--- config.mk ---
export PLATFORM = sky130hd
export DESIGN_NAME = ltpg_top
export DESIGN_NICKNAME = d
export VERILOG_FILES = /design/src/rtl/ltpg_pkg.sv /design/src/rtl/ltpg_pattern_src.sv /design/src/rtl/ltpg_lane_stage.sv /design/src/rtl/ltpg_top.sv
export SDC_FILE = /design/constraint.sdc
export NUM_CORES = 1
export LEC_CHECK = 0
export CORE_UTILIZATION = 38
export DETAILED_ROUTE_END_ITERATION = 10
export PLACE_DENSITY = 0.89
export SLEW_MARGIN = 40
export SYNTH_ARGS = -nofsm -noshare
export SYNTH_HDL_FRONTEND = slang
export SYNTH_HIERARCHICAL = 1
export SYNTH_SLANG_ARGS = --single-unit
--- constraint.sdc ---
create_clock -name clk -period 1.42 [get_ports clk]
set_input_delay 0.213 -clock clk [delete_from_list [all_inputs] [get_ports clk]]
set_output_delay 0.213 -clock clk [all_outputs]
set_load 0.02 [all_outputs]
--- src/rtl/ltpg_pkg.sv ---
package ltpg_pkg;
  localparam int SYM_W = 10;

  typedef enum logic [1:0] {
    SEL_HIGH  = 2'b00,
    SEL_LOW   = 2'b01,
    SEL_MIXED = 2'b10,
    SEL_RSVD  = 2'b11
  } tp_sel_e;

  // bit 9 leaves the serializer first
  localparam logic [SYM_W-1:0] PAT_HIGH  = 10'b1010101010;
  localparam logic [SYM_W-1:0] PAT_LOW   = 10'b1111100000;
  localparam logic [SYM_W-1:0] PAT_MIX_N = 10'b0011111010;
  localparam logic [SYM_W-1:0] PAT_MIX_P = 10'b1100000101;
endpackage

--- src/rtl/ltpg_pattern_src.sv ---
module ltpg_pattern_src
  import ltpg_pkg::*;
(
  input  logic             clk,
  input  logic             rst,
  input  logic             tp_en,
  input  logic [1:0]       tp_sel,
  output logic [SYM_W-1:0] pat_sym
);
  tp_sel_e sel_e;
  logic    mix_active;
  logic    phase_q;

  assign sel_e      = tp_sel_e'(tp_sel);
  assign mix_active = tp_en && (sel_e == SEL_MIXED);

  // disparity phase: runs only while mixed pattern is being sent
  always_ff @(posedge clk) begin
    if (rst)             phase_q <= 1'b0;
    else if (mix_active) phase_q <= ~phase_q;
    else                 phase_q <= 1'b0;
  end

  always_comb begin
    unique case (sel_e)
      SEL_LOW:   pat_sym = PAT_LOW;
      SEL_MIXED: pat_sym = phase_q ? PAT_MIX_P : PAT_MIX_N;
      default:   pat_sym = PAT_HIGH; // high and reserved
    endcase
  end

  // a run entered from another mode starts on the negative form
  a_r5_run_start: assert property (@(posedge clk) disable iff (rst)
    (mix_active && !$past(mix_active)) |-> (pat_sym == PAT_MIX_N));
endmodule

--- src/rtl/ltpg_lane_stage.sv ---
module ltpg_lane_stage #(
  parameter int SYM_W = 10
) (
  input  logic             clk,
  input  logic             rst,
  input  logic             use_pat,
  input  logic [SYM_W-1:0] pat_sym,
  input  logic [SYM_W-1:0] live_sym,
  output logic [SYM_W-1:0] out_sym
);
  always_ff @(posedge clk) begin
    if (rst)          out_sym <= '0;
    else if (use_pat) out_sym <= pat_sym;
    else              out_sym <= live_sym;
  end

  // pass-through is exactly one stage deep
  a_r2_passthru: assert property (@(posedge clk) disable iff (rst)
    (!$past(rst) && !$past(use_pat)) |-> (out_sym == $past(live_sym)));
endmodule

--- src/rtl/ltpg_top.sv ---
module ltpg_top
  import ltpg_pkg::*;
#(
  parameter int LANES = 4
) (
  input  logic                   clk,
  input  logic                   rst,
  input  logic                   tp_en,
  input  logic [1:0]             tp_sel,
  input  logic [LANES*SYM_W-1:0] enc_data,
  output logic [LANES*SYM_W-1:0] ser_data
);
  localparam int BUS_W = LANES * SYM_W;

  logic [SYM_W-1:0] pat_sym;

  ltpg_pattern_src u_src (
    .clk     (clk),
    .rst     (rst),
    .tp_en   (tp_en),
    .tp_sel  (tp_sel),
    .pat_sym (pat_sym)
  );

  for (genvar g = 0; g < LANES; g++) begin : g_lane
    ltpg_lane_stage #(.SYM_W(SYM_W)) u_lane (
      .clk      (clk),
      .rst      (rst),
      .use_pat  (tp_en),
      .pat_sym  (pat_sym),
      .live_sym (enc_data[g*SYM_W +: SYM_W]),
      .out_sym  (ser_data[g*SYM_W +: SYM_W])
    );

    // every lane matches lane 0 while a pattern is sent
    a_r7_lanes_equal: assert property (@(posedge clk) disable iff (rst)
      (!$past(rst) && $past(tp_en)) |->
        (ser_data[g*SYM_W +: SYM_W] == ser_data[SYM_W-1:0]));
  end

  logic [SYM_W-1:0] lane0;
  assign lane0 = ser_data[SYM_W-1:0];

  // cleared output after a reset cycle
  a_r1_reset_zero: assert property (@(posedge clk)
    $past(rst) |-> (ser_data == {BUS_W{1'b0}}));

  a_r3_high: assert property (@(posedge clk) disable iff (rst)
    (!$past(rst) && $past(tp_en) && $past(tp_sel) == 2'b00) |-> (lane0 == PAT_HIGH));

  a_r4_low: assert property (@(posedge clk) disable iff (rst)
    (!$past(rst) && $past(tp_en) && $past(tp_sel) == 2'b01) |-> (lane0 == PAT_LOW));

  a_r6_reserved: assert property (@(posedge clk) disable iff (rst)
    (!$past(rst) && $past(tp_en) && $past(tp_sel) == 2'b11) |-> (lane0 == PAT_HIGH));

  // consecutive mixed symbols alternate
  a_r5_alternate: assert property (@(posedge clk) disable iff (rst)
    (!$past(rst) && !$past(rst, 2) &&
     $past(tp_en) && $past(tp_sel) == 2'b10 &&
     $past(tp_en, 2) && $past(tp_sel, 2) == 2'b10) |-> (lane0 != $past(lane0)));
endmodule

=== Word level (Yosys, flattened, before mapping) ===
Index checks and enable logic that the tools add are counted.

* Output and inout port bits: 40
* Input bits: 45
* Register bits after elaboration: 41

* Bitwise gates (word level): 2
* Reduce and logical (&&, ||, !) cells: 2
* Muxes and demuxes: 6
* Eq/ne operators: 2

{| class="wikitable"
|+ Operators by type and width
! cell !! number
|-
| $mux 10 || 5
|-
| $pmux 10 s2 || 1
|-
| $eq 2x1->1 const B || 1
|-
| $eq 2x2->1 const B || 1
|-
| $not 1->1 || 2
|-
| $reduce_or 2->1 || 1
|-
| $logic_and 1x1->1 || 1
|}

=== Longest topological paths before layout ===
* Depth in word-level cells: 4
* Depth in mapped cells: 7

=== Cells and area by module ===
Netlist, hierarchy kept.

{| class="wikitable"
|+ Modules (own cells, without submodules)
! module !! seq. area each (µm²) !! times used !! area an instance (µm²) !! cells each
|-
| ltpg_lane_stage || 200.2 || 4 || 352.8 || 32
|-
| ltpg_pattern_src || 20.0 || 1 || 155.1 || 20
|}

=== Worst setup path after synthesis ===
OpenSTA, ideal clock, no wires.

* Path type: input -> register
* Start: input tp_sel[0]
* End: register g_lane[0].u_lane.out_sym[7]
* Path buffers: 1
* Cell stages on the path: 7
* Arrival: 1099 ps
* Slack: 194 ps
* Data required time: 1292 ps
* Cells stage by stage: inv_1 > ha_1 > nor2_1 > nand2_1 > buf_4 > mux2i_1 > nor2_1

* Word-level cells in the longest chain between the ends: 3

{| class="wikitable"
|+ Ends and longest elaborated chain
! item !! RTL line !! RTL
|-
| from (decl) || ltpg_top.sv:9 || <nowiki>input logic [1:0] tp_sel,</nowiki>
|-
| $eq 2x2->1 / $eq 2x1->1 (equally long branches) || ltpg_pattern_src.sv:25 || <nowiki>unique case (sel_e)</nowiki>
|-
| $pmux 10 s2 (*) || ltpg_pattern_src.sv:25 ||
|-
| via pat_sym[7] || ltpg_top.sv:15 || <nowiki>logic [SYM_W-1:0] pat_sym;</nowiki>
|-
| $mux 10 (*) || ltpg_lane_stage.sv:13 || <nowiki>else if (use_pat) out_sym <= pat_sym;</nowiki>
|-
| to (signal assigned) || ltpg_lane_stage.sv:13 ||
|-
| to (signal assigned) || ltpg_lane_stage.sv:14 || <nowiki>else out_sym <= live_sym;</nowiki>
|-
| to (decl) || ltpg_lane_stage.sv:9 || <nowiki>output logic [SYM_W-1:0] out_sym</nowiki>
|}

The timed path passes the listed nets; every way through them passes the cells marked *.
A chain may end at the register's enable or synchronous reset.

=== Final worst setup path ===
* Start: register g_lane[0].u_lane.out_sym[4]
* End: output ser_data[4]

{| class="wikitable"
|+ RTL lines
! item !! RTL line !! RTL
|-
| to (decl) || ltpg_top.sv:11 || <nowiki>output logic [LANES*SYM_W-1:0] ser_data</nowiki>
|}

No word-level cell between the ends.

==> flow_summary.ini <==
[finish]
drive_gt1_share_pct = 11.3
fin_util_pct = 70.4
diodes = 0
nets = 285
final_cell_count_no_fill = 287
fillers = 322
area_growth_pct = 70.7

[worst_setup_path]
path_buf_inv = 1
setup.worst_path.end_class = output port
critical_path_peak_fanout = 1
crit_type = flop to output port
worstPathRequired_ps = 1210
slowest_delay_ps = 590
cp_top_family = buffers and inverters
cp-start-kind = flop
critical_path_arrival_ps = 1170
crit_slowest_cell = clkdlybuf4s50_1
path_cells = clkdlybuf4s50_1

[clock_network]
cts_made_buffers = 5
cts_tree = done
clkSlewWorstSetupHoldPaths_ps = 70
clockRootBuffer = clkbuf_8
cts_sinks = 41
cts.hold.buffers_added = 0
htree_levels = 2
clk-insertion-delay-late_ps = 280
cts_setup_buffers = 0
cts_max_path_buffers = 2

[placement]
dp_hpwl_mm = 2.67
routabilityCongestion = 0.657
placed_cells = 279
port_buffers = 84

[sta]
drv_slew = 0
setup_viol = 0
fmax_mhz = 722
finalCritPeriodShare_pct = 97.6
slew_headroom_pct = 81.8
tightest_slew_ps = 274
min_period_ps = 1390
hold_slack_ps = 466
hold_viol_final = 0
finalClockSkew_ps = 3.54
rsz0062_at_grt = yes
finalSetupTns_ps = 0

[drt]
ant_nets = 0
avgViaCountPerCell = 4.51
dr.pass1.iters = 4
drc = 0
vias = 1293
routedWlPerCell_um = 12.7
drt_iter0_markers = 86
routed_wl_mm = 3.65

[logic_synthesis]
synth_area_mm2 = 0.00157
syn_inst = 148
yosysWarnings = 6
ys_ff_latch = 41
yosysTopAreaCell = dfxtp_1
synthFlopType = dfxtp_1
yosysSeqAreaShare_pct = 52.4
synth_nets = 195
yosys.area.top_type_share_pct = 52.4
async_reset_ff_share_pct = 0
synth_edf_count = 0
yosysMostFrequentCell = nor2_1
synthTopCellsByCount = nor2_1 (42), dfxtp_1 (41), mux2i_1 (40)
synth.distinct_cells = 15
syn_area_per_cell_um2 = 10.6
ys_top_cells_by_area = dfxtp_1 (52%), mux2i_1 (26%), nor2_1 (10%), buf_6 (2.9%), ha_1 (1.6%)

[floorplanning]
core_area_mm2 = 0.00380
die_w_um = 66.2
start_util_pct = 41.2
die_height_um = 66.2
rows = 22
design.die.area_mm2 = 0.00438
ios = 85

[global_route]
grt_overflow_total = 0
grt_pass1_vias = 1306
grt_pass1_wl_mm = 5.68
grt_max_degree = 42
antenna_found_initial = 0
track_usage_pct = 17.5

[pwr]
p_per_area_mw_per_mm2 = 1040
vdd_drop_max_v = 0.000730
p_leak_nw = 1.55

[run]
drv_cap = 0

[outcome]
status = completed

[worst_hold_path]
hold_path_class = input port to flop
-- cell type report --
| class | count | area [um^2] | share of cell area (%) |
|---|---|---|---|
| repair buffers | 94 | 981 | 36.7 |
| flip-flops and latches | 41 | 821 | 30.7 |
| multi-input cells | 92 | 681 | 25.5 |
| clock buffers | 7 | 86.3 | 3.23 |
| well taps | 48 | 60.1 | 2.25 |
| clock inverters | 1 | 30.0 | 1.12 |
| inverters | 4 | 15.0 | 0.562 |
-- report_power, final --
part | internal (W) | switching [W]
Sequential | 0.00123 | 0.0000175
Combinational | 0.000323 | 0.000281
Clock | 0.000573 | 0.000368
Total | 0.00212 | 0.000666
-- path summary, 6_finish.rpt --
path | slack, ps | startpoint | cells past startpoint | to
min | 470 | tp_en | 3 | u_src/phase_q
max | 30 | g_lane[0].u_lane/out_sym[4] | 1 | ser_data[4]
max reg2reg | 360 | u_src/phase_q | 5 | g_lane[1].u_lane/out_sym[1]
min reg2reg | 710 | u_src/phase_q | 3 | u_src/phase_q
-- per-stage QoR --
step                      power [W]  instance area, um^2  worst slack, ps
final                       0.00279                 2670             34.5
after global routing        0.00293                 2670            -1.41
after CTS                   0.00283                 2600             1.87
after detailed placement    0.00190                 2480             -418
after global placement      0.00188                 2480             -363
after floorplan             0.00157                 1570              194
-- sequential cells by signal, indices dropped and copies added (netlist names) --
register               flops
g_lane.u_lane/out_sym     40
u_src/phase_q              1
-- layer usage --
| metal | part of all wire, % | wire length, um | vias up | GRT usage, % |
|---|---|---|---|---|
| li1 | - | - | 658 | - |
| met1 | 41 | 1510 | 580 | 18.4 |
| met2 | 51 | 1850 | 50 | 32.5 |
| met3 | 6.7 | 246 | 5 | 5.00 |
| met4 | 1.1 | 41 | 0 | 6.38 |
| met5 | 0 | 0 | - | 0 |
-- what timing repair did --
item                                    CTS  global route
pin swaps                                 1             0
gates resized for setup                  19            27
endpoints found under the setup margin   27            29
gates cloned                              0             0
-- cell usage in the layout, fill, tap and decap left out, drive strengths merged, types with 2 or more instances in the layout --
cell            n
clkdlybuf4s50  44
nor2           42
dfxtp          41
mux2i          40
dlymetal6s2s   24
dlygate4sd2    15
buf            11
clkbuf          7
inv             4
nand2b          3
a21oi           2
ha              2
-- kinds of logic after synthesis --
family	Yosys count	share of synthesized area (%)
flops	41	52.4
mux	40	25.6
compound gates	2	0.878
fa+ha+maj	2	1.60
simple gates	48	13.3
buf+inv	15	6.23
Power figures use the tool's default switching activity.
